### src/rtl/hwloop_pkg.sv
package hwloop_pkg;

    typedef enum logic [1:0] {
        OP_START = 2'd0,
        OP_END   = 2'd1,
        OP_COUNT = 2'd2,
        OP_SETUP = 2'd3
    } hwl_op_e;

    typedef enum logic {
        SET_IDLE = 1'b0,
        SET_LOOP = 1'b1
    } set_state_e;

endpackage

### src/rtl/hwloop_set.sv
module hwloop_set
    import hwloop_pkg::*;
#(
    parameter int ADDR_W = 32,
    parameter int CNT_W  = 16
) (
    input  logic              clk,
    input  logic              rst_n,
    input  logic              wr_start,
    input  logic              wr_end,
    input  logic              wr_count,
    input  logic [ADDR_W-1:0] wdata_start,
    input  logic [ADDR_W-1:0] wdata_end,
    input  logic [CNT_W-1:0]  wdata_count,
    input  logic [ADDR_W-1:0] fetch_pc,
    input  logic              fetch_valid,
    input  logic              take,
    output logic              active,
    output logic              hit,
    output logic              last,
    output logic [ADDR_W-1:0] start_addr
);

    set_state_e        state_q, state_d;
    logic [ADDR_W-1:0] start_q, end_q;
    logic [CNT_W-1:0]  cnt_q;
    logic              wr_any;

    assign wr_any = wr_start | wr_end | wr_count;

    // state register
    always_ff @(posedge clk or negedge rst_n) begin
        if (!rst_n) state_q <= SET_IDLE;
        else        state_q <= state_d;
    end

    // next state
    always_comb begin
        state_d = state_q;
        unique case (state_q)
            SET_IDLE: if (wr_count && wdata_count != '0) state_d = SET_LOOP;
            SET_LOOP: begin
                if (wr_count)          state_d = (wdata_count == '0) ? SET_IDLE : SET_LOOP;
                else if (take && last) state_d = SET_IDLE;
            end
            default:  state_d = SET_IDLE;
        endcase
    end

    // loop registers
    always_ff @(posedge clk or negedge rst_n) begin
        if (!rst_n) begin
            start_q <= '0;
            end_q   <= '0;
            cnt_q   <= '0;
        end else begin
            if (wr_start) start_q <= wdata_start;
            if (wr_end)   end_q   <= wdata_end;
            if (wr_count)           cnt_q <= wdata_count;
            else if (take && !last) cnt_q <= cnt_q - CNT_W'(1);
        end
    end

    // outputs
    always_comb begin
        active     = (state_q == SET_LOOP);
        last       = (cnt_q == CNT_W'(1));
        hit        = active && fetch_valid && !wr_any && (fetch_pc == end_q);
        start_addr = start_q;
    end

    AST_ACTIVE_CNT_NONZERO: assert property (@(posedge clk) disable iff (!rst_n)
        active |-> cnt_q != '0);
    AST_LOOPBACK_DEC: assert property (@(posedge clk) disable iff (!rst_n)
        (take && !last && !wr_any) |=> (active && cnt_q == $past(cnt_q) - CNT_W'(1)));
    AST_LAST_EXIT: assert property (@(posedge clk) disable iff (!rst_n)
        (take && last && !wr_any) |=> !active);
    AST_ZERO_IDLE: assert property (@(posedge clk) disable iff (!rst_n)
        (wr_count && wdata_count == '0) |=> !active);
    AST_HOLD_NO_FETCH: assert property (@(posedge clk) disable iff (!rst_n)
        (!fetch_valid && !wr_any) |=> ($stable(cnt_q) && $stable(state_q)));

endmodule

### src/rtl/hwloop_arb.sv
module hwloop_arb #(
    parameter int NUM_SETS = 2,
    parameter int ADDR_W   = 32
) (
    input  logic [NUM_SETS-1:0]             hit,
    input  logic [NUM_SETS-1:0]             last,
    input  logic [NUM_SETS-1:0][ADDR_W-1:0] starts,
    output logic [NUM_SETS-1:0]             take,
    output logic                            redirect_valid,
    output logic [ADDR_W-1:0]               redirect_target
);

    logic blocked;

    // inner set (lowest index) first; a finishing set passes the fetch outward
    always_comb begin
        take            = '0;
        redirect_valid  = 1'b0;
        redirect_target = '0;
        blocked         = 1'b0;
        for (int i = 0; i < NUM_SETS; i++) begin
            if (!blocked && hit[i]) begin
                take[i] = 1'b1;
                if (!last[i]) begin
                    redirect_valid  = 1'b1;
                    redirect_target = starts[i];
                    blocked         = 1'b1;
                end
            end
        end
    end

endmodule

### src/rtl/hwloop_ctrl.sv
module hwloop_ctrl
    import hwloop_pkg::*;
#(
    parameter int NUM_SETS = 2,
    parameter int ADDR_W   = 32,
    parameter int CNT_W    = 16
) (
    input  logic                                        clk,
    input  logic                                        rst_n,
    input  logic [ADDR_W-1:0]                           fetch_pc,
    input  logic                                        fetch_valid,
    input  logic                                        cmd_valid,
    input  logic [1:0]                                  cmd_op,
    input  logic [((NUM_SETS > 1) ? $clog2(NUM_SETS) : 1)-1:0] cmd_set,
    input  logic                                        cmd_use_imm,
    input  logic [ADDR_W-1:0]                           cmd_reg_val,
    input  logic [ADDR_W-1:0]                           cmd_imm_val,
    input  logic [ADDR_W-1:0]                           cmd_pc,
    input  logic [ADDR_W-1:0]                           cmd_offset,
    output logic                                        redirect_valid,
    output logic [ADDR_W-1:0]                           redirect_target,
    output logic [NUM_SETS-1:0]                         loop_active
);

    localparam int SET_W = (NUM_SETS > 1) ? $clog2(NUM_SETS) : 1;

    hwl_op_e                        op;
    logic [ADDR_W-1:0]              operand;
    logic [ADDR_W-1:0]              start_val, end_val;
    logic [CNT_W-1:0]               cnt_val;
    logic [NUM_SETS-1:0]            hit_v, last_v, take_v;
    logic [NUM_SETS-1:0][ADDR_W-1:0] start_v;

    // command decode
    always_comb begin
        op        = hwl_op_e'(cmd_op);
        operand   = cmd_use_imm ? cmd_imm_val : cmd_reg_val;
        cnt_val   = operand[CNT_W-1:0];
        start_val = (op == OP_SETUP) ? cmd_pc + ADDR_W'(4) : operand;
        end_val   = (op == OP_SETUP) ? cmd_pc + ADDR_W'(4) + cmd_offset : operand;
    end

    for (genvar g = 0; g < NUM_SETS; g++) begin : g_set
        logic sel;
        assign sel = cmd_valid && (cmd_set == SET_W'(g));

        hwloop_set #(
            .ADDR_W (ADDR_W),
            .CNT_W  (CNT_W)
        ) u_set (
            .clk         (clk),
            .rst_n       (rst_n),
            .wr_start    (sel && (op == OP_START || op == OP_SETUP)),
            .wr_end      (sel && (op == OP_END   || op == OP_SETUP)),
            .wr_count    (sel && (op == OP_COUNT || op == OP_SETUP)),
            .wdata_start (start_val),
            .wdata_end   (end_val),
            .wdata_count (cnt_val),
            .fetch_pc    (fetch_pc),
            .fetch_valid (fetch_valid),
            .take        (take_v[g]),
            .active      (loop_active[g]),
            .hit         (hit_v[g]),
            .last        (last_v[g]),
            .start_addr  (start_v[g])
        );
    end

    hwloop_arb #(
        .NUM_SETS (NUM_SETS),
        .ADDR_W   (ADDR_W)
    ) u_arb (
        .hit             (hit_v),
        .last            (last_v),
        .starts          (start_v),
        .take            (take_v),
        .redirect_valid  (redirect_valid),
        .redirect_target (redirect_target)
    );

    AST_REDIRECT_NEEDS_FETCH: assert property (@(posedge clk) disable iff (!rst_n)
        redirect_valid |-> fetch_valid);
    AST_REDIRECT_KEEPS_RUN: assert property (@(posedge clk) disable iff (!rst_n)
        (redirect_valid && !cmd_valid) |=> (loop_active != '0));
    AST_INNER_FIRST: assert property (@(posedge clk) disable iff (!rst_n)
        (hit_v[0] && !last_v[0]) |-> ($countones(take_v) == 1 && take_v[0]));
    AST_RESET_QUIET: assert property (@(posedge clk)
        !rst_n |-> (!redirect_valid && loop_active == '0));

endmodule

### config.mk
export PLATFORM = sky130hd
export DESIGN_NAME = hwloop_ctrl
export DESIGN_NICKNAME = d
export VERILOG_FILES = /design/src/rtl/hwloop_pkg.sv /design/src/rtl/hwloop_set.sv /design/src/rtl/hwloop_arb.sv /design/src/rtl/hwloop_ctrl.sv
export SDC_FILE = /design/constraint.sdc
export NUM_CORES = 1
export LEC_CHECK = 0
export ABC_AREA = 1
export BUFFER_PORTS_ARGS = -buffer_cell sky130_fd_sc_hd__buf_2
export CAP_MARGIN = 20
export CELL_PAD_IN_SITES_DETAIL_PLACEMENT = 0
export CELL_PAD_IN_SITES_GLOBAL_PLACEMENT = 1
export CORE_MARGIN = 5
export CORE_UTILIZATION = 40
export CTS_CLUSTER_SIZE = 14
export DETAILED_ROUTE_END_ITERATION = 10
export MAX_ROUTING_LAYER = met4
export PLACE_DENSITY_LB_ADDON = 0.1
export SKIP_CTS_REPAIR_TIMING = 1
export SLEW_MARGIN = 40
export SYNTH_ARGS = -nofsm -noshare
export SYNTH_HDL_FRONTEND = slang
export SYNTH_SLANG_ARGS = --single-unit
### constraint.sdc
create_clock -name clk -period 2.3 [get_ports clk]
set_input_delay 0.345 -clock clk [delete_from_list [all_inputs] [get_ports clk]]
set_output_delay 0.345 -clock clk [all_outputs]
set_load 0.03 [all_outputs]
==> metrics.txt, run 1 <==
# TYPE chip_impl_metric gauge
chip_impl_info{name="status",value="finished, violations left"} 1
chip_impl_info{name="violations_in_the_final_reports",value="negative setup slack"} 1
chip_impl_metric{name="number_of_vias_in_the_routed_layout",unit=""} 14618
chip_impl_metric{name="area.growth.synth_to_final",unit="%"} 51.44
chip_impl_metric{name="synth_xor_area_frac",unit=""} 0.03731
chip_impl_metric{name="timing_max_transition_violations_final",unit=""} 0
chip_impl_metric{name="groute.usage.overall",unit=""} 0.2871
chip_impl_metric{name="antenna_cells_inserted",unit=""} 0
chip_impl_metric{name="synth_seq_cells",unit=""} 162
chip_impl_info{name="cts.root.buffer_cell",value="clkbuf_16"} 1
chip_impl_metric{name="async_set_or_reset_flop_fraction_in_the_synthesized_netlist",unit=""} 1.000
chip_impl_metric{name="worst_hold_slack_across_all_endpoints",unit="ps"} 357.4
chip_impl_metric{name="dr.pass1.iters",unit=""} 7
chip_impl_metric{name="finalWirelength",unit="mm"} 52.12
chip_impl_metric{name="detailed_place.area",unit="um^2"} 16430
chip_impl_metric{name="synthCells",unit=""} 2035
chip_impl_metric{name="worst_hold_path.num_cells",unit=""} 5
chip_impl_metric{name="grt_antenna_before_repair",unit=""} 1
chip_impl_info{name="crit_path_capture_type",value="primary output"} 1
chip_impl_metric{name="drc",unit=""} 0
chip_impl_metric{name="synth.distinct_cells",unit=""} 47
chip_impl_metric{name="setup_ws",unit="ps"} -527.3
chip_impl_metric{name="post_drt_via_cell_ratio",unit=""} 5.025
chip_impl_metric{name="grt.overflow.total",unit=""} 0
chip_impl_metric{name="per_cell_routed_wire_length",unit="um"} 17.92
chip_impl_metric{name="worst_skew_pair.late_latency",unit="ps"} 450
chip_impl_metric{name="required",unit="ps"} 1960
chip_impl_metric{name="fmax",unit="GHz"} 0.3537
chip_impl_metric{name="timing.critical_path.fanout_max",unit=""} 7
chip_impl_metric{name="grt_start_max_net_pins",unit=""} 64
chip_impl_metric{name="synth_area_per_cell",unit="um^2"} 6.230
chip_impl_metric{name="wire_length_of_the_first_global_routing_pass",unit="mm"} 76.72
chip_impl_metric{name="ys.warnings.count",unit=""} 0
chip_impl_metric{name="post_synthesis_compound_gate_area_fraction",unit=""} 0.1221
chip_impl_metric{name="period_share",unit=""} 1.229
chip_impl_info{name="largest_family_of_logic_cells_by_synthesized_area",value="simple AND/OR/NAND/NOR gates"} 1
chip_impl_info{name="setup.worst_path.class",value="reg -> out"} 1
chip_impl_metric{name="nFillCells",unit=""} 2935
chip_impl_metric{name="drive_above_1_share",unit=""} 0.3522
chip_impl_metric{name="cts_sinks",unit=""} 162
chip_impl_metric{name="period_minus_slack",unit="ps"} 2827
chip_impl_metric{name="die-width",unit="um"} 188.0
chip_impl_metric{name="post_synth_simple_gate_area",unit=""} 0.3679
chip_impl_metric{name="antenna_violating_nets_post_route",unit=""} 0
chip_impl_metric{name="number_of_endpoints_with_negative_hold_slack_in_the_final_report",unit=""} 0
chip_impl_metric{name="ctsHtreeMaxLevel",unit=""} 4
chip_impl_metric{name="die-height",unit="um"} 188.0
chip_impl_metric{name="detailedRoute.firstIterationViolations",unit=""} 1040
chip_impl_metric{name="port_buffers",unit=""} 202
chip_impl_metric{name="synth-seq-area-share",unit=""} 0.3198
chip_impl_metric{name="p_leak",unit="uW"} 0.009940
chip_impl_metric{name="ff2ff_path_depth",unit=""} 11
chip_impl_metric{name="syn_area",unit="um^2"} 12680
chip_impl_metric{name="num-nets-final",unit=""} 2710
chip_impl_metric{name="muxShareOfSynthArea",unit=""} 0.0007896
chip_impl_metric{name="synth-edff-count",unit=""} 0
chip_impl_metric{name="power_density",unit="nW/um^2"} 630.1
chip_impl_metric{name="synthesis.nets",unit=""} 2251
chip_impl_info{name="synth_flop_cell",value="dfrtp_1"} 1
chip_impl_metric{name="detailedPlace.worstSlack",unit="ps"} -1140
chip_impl_metric{name="clk_path_buf_depth",unit=""} 2
chip_impl_metric{name="final_cell_area",unit="um^2"} 19200
chip_impl_metric{name="placer_congestion",unit=""} 1.041
chip_impl_metric{name="power",unit="uW"} 12100
chip_impl_metric{name="max-vdd-ir-drop",unit="mV"} 0.5474
chip_impl_metric{name="fp-row-count",unit=""} 65
chip_impl_metric{name="synth-adder-area-share",unit=""} 0.04797
chip_impl_metric{name="finalSetupViolCount",unit=""} 59
chip_impl_info{name="min_path_type",value="in -> reg"} 1
chip_impl_metric{name="worst-r2r-setup-slack",unit="ps"} 130
chip_impl_metric{name="worst_slew_margin_rel",unit=""} 0.3267
chip_impl_metric{name="fin_worst_skew",unit="ps"} 17.90
chip_impl_info{name="crit_path_start_kind",value="flip-flop"} 1
chip_impl_info{name="clock_tree_from_tritoncts",value="done"} 1
chip_impl_metric{name="vias_in_the_first_global_route",unit=""} 13717
chip_impl_metric{name="detailedPlacementHpwl",unit="mm"} 40.95
chip_impl_info{name="grt_setup_unrepaired",value="true"} 1
chip_impl_metric{name="layoutNonFillerInstCount",unit=""} 2909
chip_impl_metric{name="core",unit="um^2"} 31390
chip_impl_metric{name="start_util",unit=""} 0.4038
chip_impl_metric{name="actual_transition_at_the_worst_max_transition_pin",unit="ps"} 999.5
chip_impl_metric{name="post-place-cells",unit=""} 2840
chip_impl_metric{name="dieArea",unit="um^2"} 35350
chip_impl_metric{name="cp.arrival",unit="ps"} 2480
chip_impl_metric{name="cts_inserted_buffers",unit=""} 17
chip_impl_metric{name="timing.max_cap.violations",unit=""} 0
chip_impl_metric{name="top_level_ports",unit=""} 203
chip_impl_metric{name="clkTransAtPathRegs",unit="ps"} 70
-- power breakdown --
group	leakage [uW]	total [uW]	switching (uW)	internal, uW
registers	0.00200	4080	482	3600
logic	0.00763	4970	2880	2090
clock network	0.000304	3050	1350	1700
-- critical path, stage by stage, from the launching register on --
cell,delay [ps]
dfrtp_1,380
inv_1,80
ha_1,140
nand3_1,70
nor4_1,180
nand3b_1,190
nand3_4,190
nand3_4,230
clkbuf_16,270
o21ai_4,140
buf_6,140
-- kinds of logic after synthesis --
logic type	Yosys count
muxes	1
and+or+nand+nor	1153
DFF	162
xor gates and xnor gates	54
adders and majority gates	48
AOI/OAI and AO/OA	277
buffers and inverters	340
-- routing by layer --
metal,wire length (um),global-route usage,vias up
met3,2713,0.03481,71
met1,23070,0.3818,6821
met2,24520,0.4568,444
met4,1812,0.09571,0
met5,0,-,-
li1,-,-,7282
-- synthesized netlist by cell type, types with 9 or more instances --
master,count,share of area
nand4_1,22,0.011
or2_2,17,0.0084
nor3_1,19,0.0075
xor2_1,29,0.020
a31oi_1,16,0.0079
clkbuf_1,39,0.012
nand2_1,790,0.23
xnor2_1,25,0.017
o22ai_2,9,0.0089
a21oi_1,37,0.015
nor2_1,182,0.054
inv_1,276,0.082
dfrtp_1,162,0.32
nand3_1,95,0.038
o21ai_0,185,0.073
ha_1,47,0.046
-- through the flow --
| stage | setup TNS, ps | util |
|---|---|---|
| after floorplan | -3284 | - |
| after global placement | -67150 | 0.5235 |
| after detailed placement | -69520 | 0.5235 |
| after CTS | -36580 | 0.5431 |
| after global routing | -28060 | 0.6116 |
| final | -19420 | 0.6116 |
-- final cells by class --
class | count | area (um^2) | share of cell area
Tap cell | 402 | 503.0 | 0.02620
Timing Repair Buffer | 501 | 3755 | 0.1956
Multi-Input combinational cell | 1533 | 9213 | 0.4799
Clock inverter | 13 | 162.7 | 0.008472
Inverter | 279 | 1057 | 0.05507
Clock buffer | 19 | 452.9 | 0.02359
Sequential cell | 162 | 4055 | 0.2112
-- final timing paths --
kind | from | to
min in group asynchronous | rst_n | g_set[1].u_set.end_q[19]$_DFFE_PN0P_
worst max register to register | g_set[0].u_set.end_q[16]$_DFFE_PN0P_ | g_set[1].u_set.cnt_q[5]$_DFFE_PN0P_
worst min-delay path | cmd_pc[0] | g_set[0].u_set.start_addr[0]$_DFFE_PN0P_
max in group asynchronous | rst_n | g_set[0].u_set.start_addr[18]$_DFFE_PN0P_
worst max-delay path | g_set[0].u_set.cnt_q[1]$_DFFE_PN0P_ | redirect_target[16]
worst min register to register | g_set[0].u_set.start_addr[21]$_DFFE_PN0P_ | g_set[0].u_set.start_addr[21]$_DFFE_PN0P_
-- cell usage in the layout, fill, tap and decap left out, types with 16 or more instances in the layout --
cell type  count
buf_4        271
nor2_4        22
nand4_1       22
o21ai_0      149
nand2_4       29
xor2_1        20
ha_4          24
o21ai_4       25
or2_2         16
inv_1        245
buf_2        157
clkbuf_16     19
inv_2         29
a21oi_2       17
buf_6         59
nand3_1       76
a31oi_1       16
nand2_2       78
ha_1          23
nor2_1       144
a21oi_1       16
dfrtp_1      161
nand2_1      683
nor2_2        18
-- registers in the layout (all words and copies together) (netlist names) --
signal	flops
g_set.u_set.cnt_q	32
g_set.u_set.end_q	64
g_set.u_set.active	2
g_set.u_set.start_addr	64
(Power assumes the default switching activity.)
==> run 2, diff against run 1 <==
--- a/config.mk
+++ b/config.mk
@@ -14,7 +14,6 @@
 export CORE_UTILIZATION = 40
 export CTS_CLUSTER_SIZE = 14
 export DETAILED_ROUTE_END_ITERATION = 10
-export MAX_ROUTING_LAYER = met4
 export PLACE_DENSITY_LB_ADDON = 0.1
 export SKIP_CTS_REPAIR_TIMING = 1
 export SLEW_MARGIN = 40
==> run 2 against run 1 <==
Effect of this change: the flow still finishes with violations (negative setup slack); sequential share of layout area fell by 0.23 points; sequential cell count did not move; critical endpoint is now redirect_target[31]; largest power group unchanged; critical path type unchanged; clock power fell by 3%; utilization rose by 0.67 points; sequential power barely moved; total power fell by 0.32%; worst hold slack got worse by 22 ps; largest cell class unchanged; combinational power rose by 2%.
==> metrics.txt, run 2 (same netlist as run 1, synthesis figures left out) <==
# TYPE chip_impl_metric gauge
chip_impl_metric{name="top_level_ports",unit=""} 203
chip_impl_metric{name="power",unit="uW"} 12060
chip_impl_metric{name="timing.critical_path.fanout_max",unit=""} 8
chip_impl_metric{name="finalWirelength",unit="mm"} 52.27
chip_impl_metric{name="setup_ws",unit="ps"} -605.3
chip_impl_metric{name="worst_hold_path.num_cells",unit=""} 5
chip_impl_metric{name="fp-row-count",unit=""} 65
chip_impl_metric{name="p_leak",unit="uW"} 0.009987
chip_impl_info{name="setup.worst_path.class",value="reg -> out"} 1
chip_impl_metric{name="finalSetupViolCount",unit=""} 62
chip_impl_metric{name="area.growth.synth_to_final",unit="%"} 53.09
chip_impl_metric{name="cts_sinks",unit=""} 162
chip_impl_metric{name="required",unit="ps"} 1960
chip_impl_metric{name="cell_int_power",unit="uW"} 7364
chip_impl_metric{name="clk_path_buf_depth",unit=""} 2
chip_impl_info{name="clock_tree_from_tritoncts",value="done"} 1
chip_impl_metric{name="switching_share",unit=""} 0.3894
chip_impl_metric{name="clkTransAtPathRegs",unit="ps"} 70
chip_impl_metric{name="post_drt_via_cell_ratio",unit=""} 5.016
chip_impl_metric{name="cts_inserted_buffers",unit=""} 17
chip_impl_metric{name="cp.arrival",unit="ps"} 2560
chip_impl_metric{name="final_core_utilization",unit=""} 0.6182
chip_impl_info{name="layout_commonest_cell",value="nand2_1"} 1
chip_impl_info{name="crit_path_start_kind",value="flip-flop"} 1
chip_impl_metric{name="worst_slew_margin_rel",unit=""} 0.3334
chip_impl_metric{name="detailedRoute.firstIterationViolations",unit=""} 1116
chip_impl_metric{name="ff2ff_path_depth",unit=""} 11
chip_impl_metric{name="placer_congestion",unit=""} 0.9928
chip_impl_info{name="min_path_type",value="in -> reg"} 1
chip_impl_metric{name="core",unit="um^2"} 31390
chip_impl_metric{name="timing.max_cap.violations",unit=""} 0
chip_impl_metric{name="timing_max_transition_violations_final",unit=""} 0
chip_impl_metric{name="port_buffers",unit=""} 202
chip_impl_metric{name="number_of_endpoints_with_negative_hold_slack_in_the_final_report",unit=""} 0
chip_impl_metric{name="die-height",unit="um"} 188.0
chip_impl_metric{name="antenna_cells_inserted",unit=""} 0
chip_impl_info{name="final_cell_mix",value="nand2_1, buf_4, inv_1"} 1
chip_impl_metric{name="grt_antenna_before_repair",unit=""} 0
chip_impl_metric{name="worst_hold_slack_across_all_endpoints",unit="ps"} 335.5
chip_impl_metric{name="drive_above_1_share",unit=""} 0.3671
chip_impl_metric{name="max-vdd-ir-drop",unit="mV"} 0.5742
chip_impl_metric{name="start_util",unit=""} 0.4038
chip_impl_info{name="grt_setup_unrepaired",value="true"} 1
chip_impl_metric{name="dr.pass1.iters",unit=""} 6
chip_impl_metric{name="worst_skew_pair.late_latency",unit="ps"} 450
chip_impl_metric{name="pwr-share-seq",unit=""} 0.337
chip_impl_metric{name="p_clk_frac",unit=""} 0.244
chip_impl_metric{name="groute.usage.overall",unit=""} 0.2785
chip_impl_metric{name="antenna_violating_nets_post_route",unit=""} 0
chip_impl_metric{name="grt.overflow.total",unit=""} 0
chip_impl_metric{name="power_density",unit="nW/um^2"} 621.4
chip_impl_metric{name="actual_transition_at_the_worst_max_transition_pin",unit="ps"} 989.4
chip_impl_metric{name="period_minus_slack",unit="ps"} 2905
chip_impl_metric{name="detailedPlacementHpwl",unit="mm"} 40.38
chip_impl_metric{name="num-nets-final",unit=""} 2723
chip_impl_metric{name="fin_worst_skew",unit="ps"} 10.46
chip_impl_metric{name="ctsHtreeMaxLevel",unit=""} 4
chip_impl_metric{name="total_switching_power",unit="uW"} 4695
chip_impl_metric{name="die-width",unit="um"} 188.0
chip_impl_metric{name="per_cell_routed_wire_length",unit="um"} 17.89
chip_impl_metric{name="grt_start_max_net_pins",unit=""} 65
chip_impl_metric{name="detailedPlace.worstSlack",unit="ps"} -1083
chip_impl_metric{name="vias_in_the_first_global_route",unit=""} 13792
chip_impl_info{name="crit_path_capture_type",value="primary output"} 1
chip_impl_metric{name="number_of_vias_in_the_routed_layout",unit=""} 14657
chip_impl_info{name="cts.root.buffer_cell",value="clkbuf_16"} 1
chip_impl_metric{name="dieArea",unit="um^2"} 35350
chip_impl_metric{name="fmax",unit="GHz"} 0.3442
chip_impl_info{name="status",value="finished, violations left"} 1
chip_impl_metric{name="period_share",unit=""} 1.263
chip_impl_info{name="violations_in_the_final_reports",value="negative setup slack"} 1
chip_impl_metric{name="wire_length_of_the_first_global_routing_pass",unit="mm"} 76.82
chip_impl_metric{name="combPwrFrac",unit=""} 0.418
chip_impl_metric{name="drc",unit=""} 0
-- run 2: cell types whose count changed in the layout (fill, tap and decap cells not counted), sizes merged --
cell      before  now
clkinvlp       0    3
buf          498  505
clkinv         5    4
inv          285  283
clkbuf        21   27
-- run 2: per-stage QoR --
stage               setup TNS (ps)  cell area, um^2  std cells
floorplan                    -3284            13140       2035
global placement            -68780            16520       2853
detailed placement          -72810            16520       2853
CTS                         -38070            17110       2885
global route                -30900            19410       2922
finish                      -22440            19410       2922
-- run 2: layout make-up --
cell class / count / area (um^2)
Fill cell: 2979 / 11990
Tap cell: 402 / 503.0
Inverter: 279 / 1065
Clock buffer: 19 / 442.9
Timing Repair Buffer: 514 / 3812
Clock inverter: 13 / 147.6
Sequential cell: 162 / 4054
Multi-Input combinational cell: 1533 / 9383
-- run 2: layer usage --
metal  GRT usage  wire length (um)  up-vias
met5           0                 0        -
met4     0.09034              1953        0
met3     0.04393              2842       87
met2      0.4546             24520      474
met1      0.3791             22950     6781
li1            -                 -     7315
-- run 2: power by group through the flow --
stage               Sequential [uW]  Combinational [uW]  Clock, uW
floorplan                      4010                2650          0
global placement               4080                4380          0
detailed placement             4100                4440          0
CTS                            4060                4470       2990
global route                   4160                5600       3110
finish                         4070                5050       2950
-- run 2: path summary, 6_finish.rpt --
check / start / endpoint / slack [ps]
worst max-delay path: g_set[0].u_set.end_q[29]$_DFFE_PN0P_ / redirect_target[31] / -610
worst min-delay path: cmd_pc[0] / g_set[0].u_set.start_addr[0]$_DFFE_PN0P_ / 340
worst max register to register: g_set[0].u_set.end_q[3]$_DFFE_PN0P_ / g_set[1].u_set.cnt_q[5]$_DFFE_PN0P_ / 90
worst min register to register: g_set[0].u_set.start_addr[6]$_DFFE_PN0P_ / g_set[0].u_set.start_addr[6]$_DFFE_PN0P_ / 480
max in group asynchronous: rst_n / g_set[1].u_set.start_addr[27]$_DFFE_PN0P_ / 1210
min in group asynchronous: rst_n / g_set[0].u_set.end_q[6]$_DFFE_PN0P_ / 370
-- run 2: critical path, stage by stage (launching register included) --
cell       delay, ps
dfrtp_1          410
o21ai_0          260
nor2_1            90
nand2_1           60
nor2_1            40
nand2_1           50
nor2_1            40
buf_4            140
nand3_4          150
nand3_4          240
clkbuf_16        280
o21ai_4          160
buf_6            150
==> run 3, diff against run 2 <==
--- a/config.mk
+++ b/config.mk
@@ -19,4 +19,5 @@
 export SLEW_MARGIN = 40
 export SYNTH_ARGS = -nofsm -noshare
 export SYNTH_HDL_FRONTEND = slang
+export SYNTH_HIERARCHICAL = 1
 export SYNTH_SLANG_ARGS = --single-unit
==> run 3 against run 2 <==
Effect of this change: the flow still finishes with violations (negative setup slack); highest routed layer is now met5; largest cell class unchanged; fmax grew 1.1%; routed wire length grew 2.9%; setup slack gained 32 ps.
==> metrics.txt, run 3 <==
# TYPE chip_impl_metric gauge
chip_impl_info{name="status",value="finished, violations left"} 1
chip_impl_info{name="violations_in_the_final_reports",value="negative setup slack"} 1
chip_impl_info{name="setup.worst_path.class",value="reg -> out"} 1
chip_impl_metric{name="timing.critical_path.fanout_max",unit=""} 8
chip_impl_metric{name="synth.distinct_cells",unit=""} 46
chip_impl_metric{name="post_drt_via_cell_ratio",unit=""} 5.039
chip_impl_metric{name="fin_worst_skew",unit="ps"} 13.51
chip_impl_metric{name="synthesis.nets",unit=""} 2233
chip_impl_info{name="synth.top_cells.by_count",value="nand2_1, inv_1, nor2_1"} 1
chip_impl_metric{name="multi_input_comb_area",unit="um^2"} 10270
chip_impl_metric{name="worst_skew_pair.late_latency",unit="ps"} 440
chip_impl_metric{name="cp.arrival",unit="ps"} 2530
chip_impl_metric{name="post-place-cells",unit=""} 2858
chip_impl_metric{name="post_synth_simple_gate_area",unit=""} 0.3868
chip_impl_info{name="synth.area.top_cells",value="dfrtp_1, nand2_1, mux2_2"} 1
chip_impl_info{name="min_path_type",value="in -> reg"} 1
chip_impl_info{name="cts.root.buffer_cell",value="clkbuf_16"} 1
chip_impl_metric{name="timing_max_transition_violations_final",unit=""} 0
chip_impl_metric{name="nFillCells",unit=""} 3082
chip_impl_metric{name="timing.max_cap.violations",unit=""} 0
chip_impl_metric{name="muxShareOfSynthArea",unit=""} 0.06949
chip_impl_metric{name="number_of_vias_in_the_routed_layout",unit=""} 14819
chip_impl_metric{name="synthCells",unit=""} 2017
chip_impl_metric{name="grt.overflow.total",unit=""} 0
chip_impl_metric{name="power_density",unit="nW/um^2"} 618.9
chip_impl_metric{name="max-vdd-ir-drop",unit="mV"} 0.5614
chip_impl_metric{name="synth_xor_area_frac",unit=""} 0.02750
chip_impl_metric{name="groute.usage.overall",unit=""} 0.2708
chip_impl_metric{name="detailedRoute.firstIterationViolations",unit=""} 1026
chip_impl_info{name="synthDominantAreaCellType",value="dfrtp_1"} 1
chip_impl_metric{name="setup_ws",unit="ps"} -573.3
chip_impl_metric{name="dieArea",unit="um^2"} 36960
chip_impl_info{name="grt_setup_unrepaired",value="true"} 1
chip_impl_metric{name="worst_slew_margin_rel",unit=""} 0.3988
chip_impl_metric{name="cts_sinks",unit=""} 162
chip_impl_info{name="final_cell_mix",value="nand2_1, buf_4, inv_1"} 1
chip_impl_info{name="crit_path_capture_type",value="primary output"} 1
chip_impl_metric{name="synthDominantCellAreaShare",unit=""} 0.3051
chip_impl_metric{name="finalWirelength",unit="mm"} 53.78
chip_impl_metric{name="actual_transition_at_the_worst_max_transition_pin",unit="ps"} 892.3
chip_impl_metric{name="die-width",unit="um"} 192.3
chip_impl_metric{name="power",unit="uW"} 12500
chip_impl_metric{name="synth_area_per_cell",unit="um^2"} 6.588
chip_impl_metric{name="period_share",unit=""} 1.249
chip_impl_metric{name="start_util",unit=""} 0.4063
chip_impl_metric{name="per_cell_routed_wire_length",unit="um"} 18.29
chip_impl_info{name="clock_tree_from_tritoncts",value="done"} 1
chip_impl_metric{name="detailedPlace.worstSlack",unit="ps"} -1072
chip_impl_metric{name="core",unit="um^2"} 32700
chip_impl_metric{name="use_met1",unit=""} 0.3721
chip_impl_metric{name="layout.area.seq",unit="um^2"} 4054
chip_impl_metric{name="synth_seq_cells",unit=""} 162
chip_impl_metric{name="placer_congestion",unit=""} 0.9521
chip_impl_info{name="crit_path_start_kind",value="flip-flop"} 1
chip_impl_metric{name="worst_hold_slack_across_all_endpoints",unit="ps"} 404.4
chip_impl_metric{name="cts_inserted_buffers",unit=""} 17
chip_impl_info{name="largest_family_of_logic_cells_by_synthesized_area",value="simple AND/OR/NAND/NOR gates"} 1
chip_impl_metric{name="ctsHtreeMaxLevel",unit=""} 4
chip_impl_metric{name="finalSetupViolCount",unit=""} 94
chip_impl_metric{name="met3_track_demand_over_resource",unit=""} 0.04088
chip_impl_info{name="global_route.peak_usage_layer",value="met2"} 1
chip_impl_metric{name="port_buffers",unit=""} 202
chip_impl_metric{name="number_of_endpoints_with_negative_hold_slack_in_the_final_report",unit=""} 0
chip_impl_metric{name="final_cell_area",unit="um^2"} 20190
chip_impl_metric{name="p_leak",unit="uW"} 0.01009
chip_impl_info{name="layout_commonest_cell",value="nand2_1"} 1
chip_impl_metric{name="area.growth.synth_to_final",unit="%"} 51.98
chip_impl_metric{name="period_minus_slack",unit="ps"} 2873
chip_impl_metric{name="ys.warnings.count",unit=""} 6
chip_impl_metric{name="drive_above_1_share",unit=""} 0.4428
chip_impl_metric{name="layoutNonFillerInstCount",unit=""} 2941
chip_impl_metric{name="synth-adder-area-share",unit=""} 0.04576
chip_impl_metric{name="detailed_place.area",unit="um^2"} 16890
chip_impl_metric{name="antenna_violating_nets_post_route",unit=""} 0
chip_impl_metric{name="die-height",unit="um"} 192.3
chip_impl_metric{name="required",unit="ps"} 1960
chip_impl_metric{name="post_synthesis_compound_gate_area_fraction",unit=""} 0.07627
chip_impl_metric{name="grt_antenna_before_repair",unit=""} 6
chip_impl_metric{name="fp-row-count",unit=""} 66
chip_impl_metric{name="clkTransAtPathRegs",unit="ps"} 70
chip_impl_metric{name="vias_in_the_first_global_route",unit=""} 13736
chip_impl_metric{name="clk_path_buf_depth",unit=""} 2
chip_impl_info{name="synth_flop_cell",value="dfrtp_1"} 1
chip_impl_metric{name="dr.pass1.iters",unit=""} 5
chip_impl_metric{name="fmax",unit="GHz"} 0.3480
chip_impl_metric{name="grt_met2_use",unit=""} 0.4445
chip_impl_metric{name="synth-edff-count",unit=""} 0
chip_impl_metric{name="num-nets-final",unit=""} 2703
chip_impl_metric{name="syn_area",unit="um^2"} 13290
chip_impl_metric{name="wire_length_of_the_first_global_routing_pass",unit="mm"} 76.68
chip_impl_metric{name="top_level_ports",unit=""} 203
chip_impl_metric{name="detailedPlacementHpwl",unit="mm"} 41.00
chip_impl_metric{name="grt_start_max_net_pins",unit=""} 60
chip_impl_metric{name="synth-seq-area-share",unit=""} 0.3051
chip_impl_info{name="synthMostInstantiatedCell",value="nand2_1"} 1
chip_impl_metric{name="async_set_or_reset_flop_fraction_in_the_synthesized_netlist",unit=""} 1.000
chip_impl_metric{name="drc",unit=""} 0
-- run 3: final timing paths --
check                      depth (start not counted)                                   endpoint  slack (ps)                                      from
min in group asynchronous                          2       g_set[0].u_set/end_q[16]$_DFFE_PN0P_         430                                     rst_n
hold reg to reg                                    1   g_set[1].u_set/start_addr[9]$_DFFE_PN0P_         510  g_set[1].u_set/start_addr[9]$_DFFE_PN0P_
setup reg to reg                                  17       g_set[1].u_set/cnt_q[10]$_DFFE_PN0P_        -260       g_set[0].u_set/cnt_q[1]$_DFFE_PN0P_
setup / recovery                                  13                        redirect_target[12]        -570       g_set[0].u_set/cnt_q[1]$_DFFE_PN0P_
hold / removal                                     5       g_set[0].u_set/cnt_q[10]$_DFFE_PN0P_         400                           cmd_reg_val[10]
max in group asynchronous                          3  g_set[1].u_set/start_addr[18]$_DFFE_PN0P_        1130                                     rst_n
-- run 3: cell families (layout without fill, tap and decap cells) --
kind of cell    Yosys count  in the layout
compound gates          185            185
xor+xnor                 40             40
fa+ha+maj                48             48
buf+inv                 287            767
flops                   162            162
mux                      82             82
other cells               0              1
simple gates           1213           1214
-- run 3: layout make-up --
cell class,instances,area share
diodes,1,0.0001239
clock buffers,19,0.02243
clock inverters,11,0.004895
inverters,232,0.04523
multi-input cells,1569,0.5084
flip-flops and latches,162,0.2007
well taps,442,0.02739
repair buffers,505,0.1908
-- run 3: routing by layer --
metal | share of wire | vias to the layer above
li1 | - | 7311
met1 | 0.43 | 6964
met2 | 0.47 | 435
met3 | 0.058 | 99
met4 | 0.037 | 10
met5 | 0.0014 | -
-- run 3: metrics by stage --
step                setup TNS (ps)  utilization
finish                      -29850       0.6175
global route                -39900       0.6175
CTS                         -45180       0.5334
detailed placement          -67250       0.5165
global placement            -65410       0.5165
floorplan                   -14230            -
-- run 3: where the power goes --
part	internal (uW)	switching, uW
combinational	2520	3070
sequential	3620	543
clock	1460	1290
total	7600	4900
-- run 3: worst max-delay path, cell delays in order, from the launching register on --
cell and delay [ps]:
dfrtp_1 390, inv_2 80, ha_4 140, nand2_4 60, nor3_4 200, nand3_1 120, nor3_2 200, inv_2 80
nand2_8 110, buf_4 160, clkbuf_16 170, nand3_1 110, nand2_2 70, clkbuf_4 180
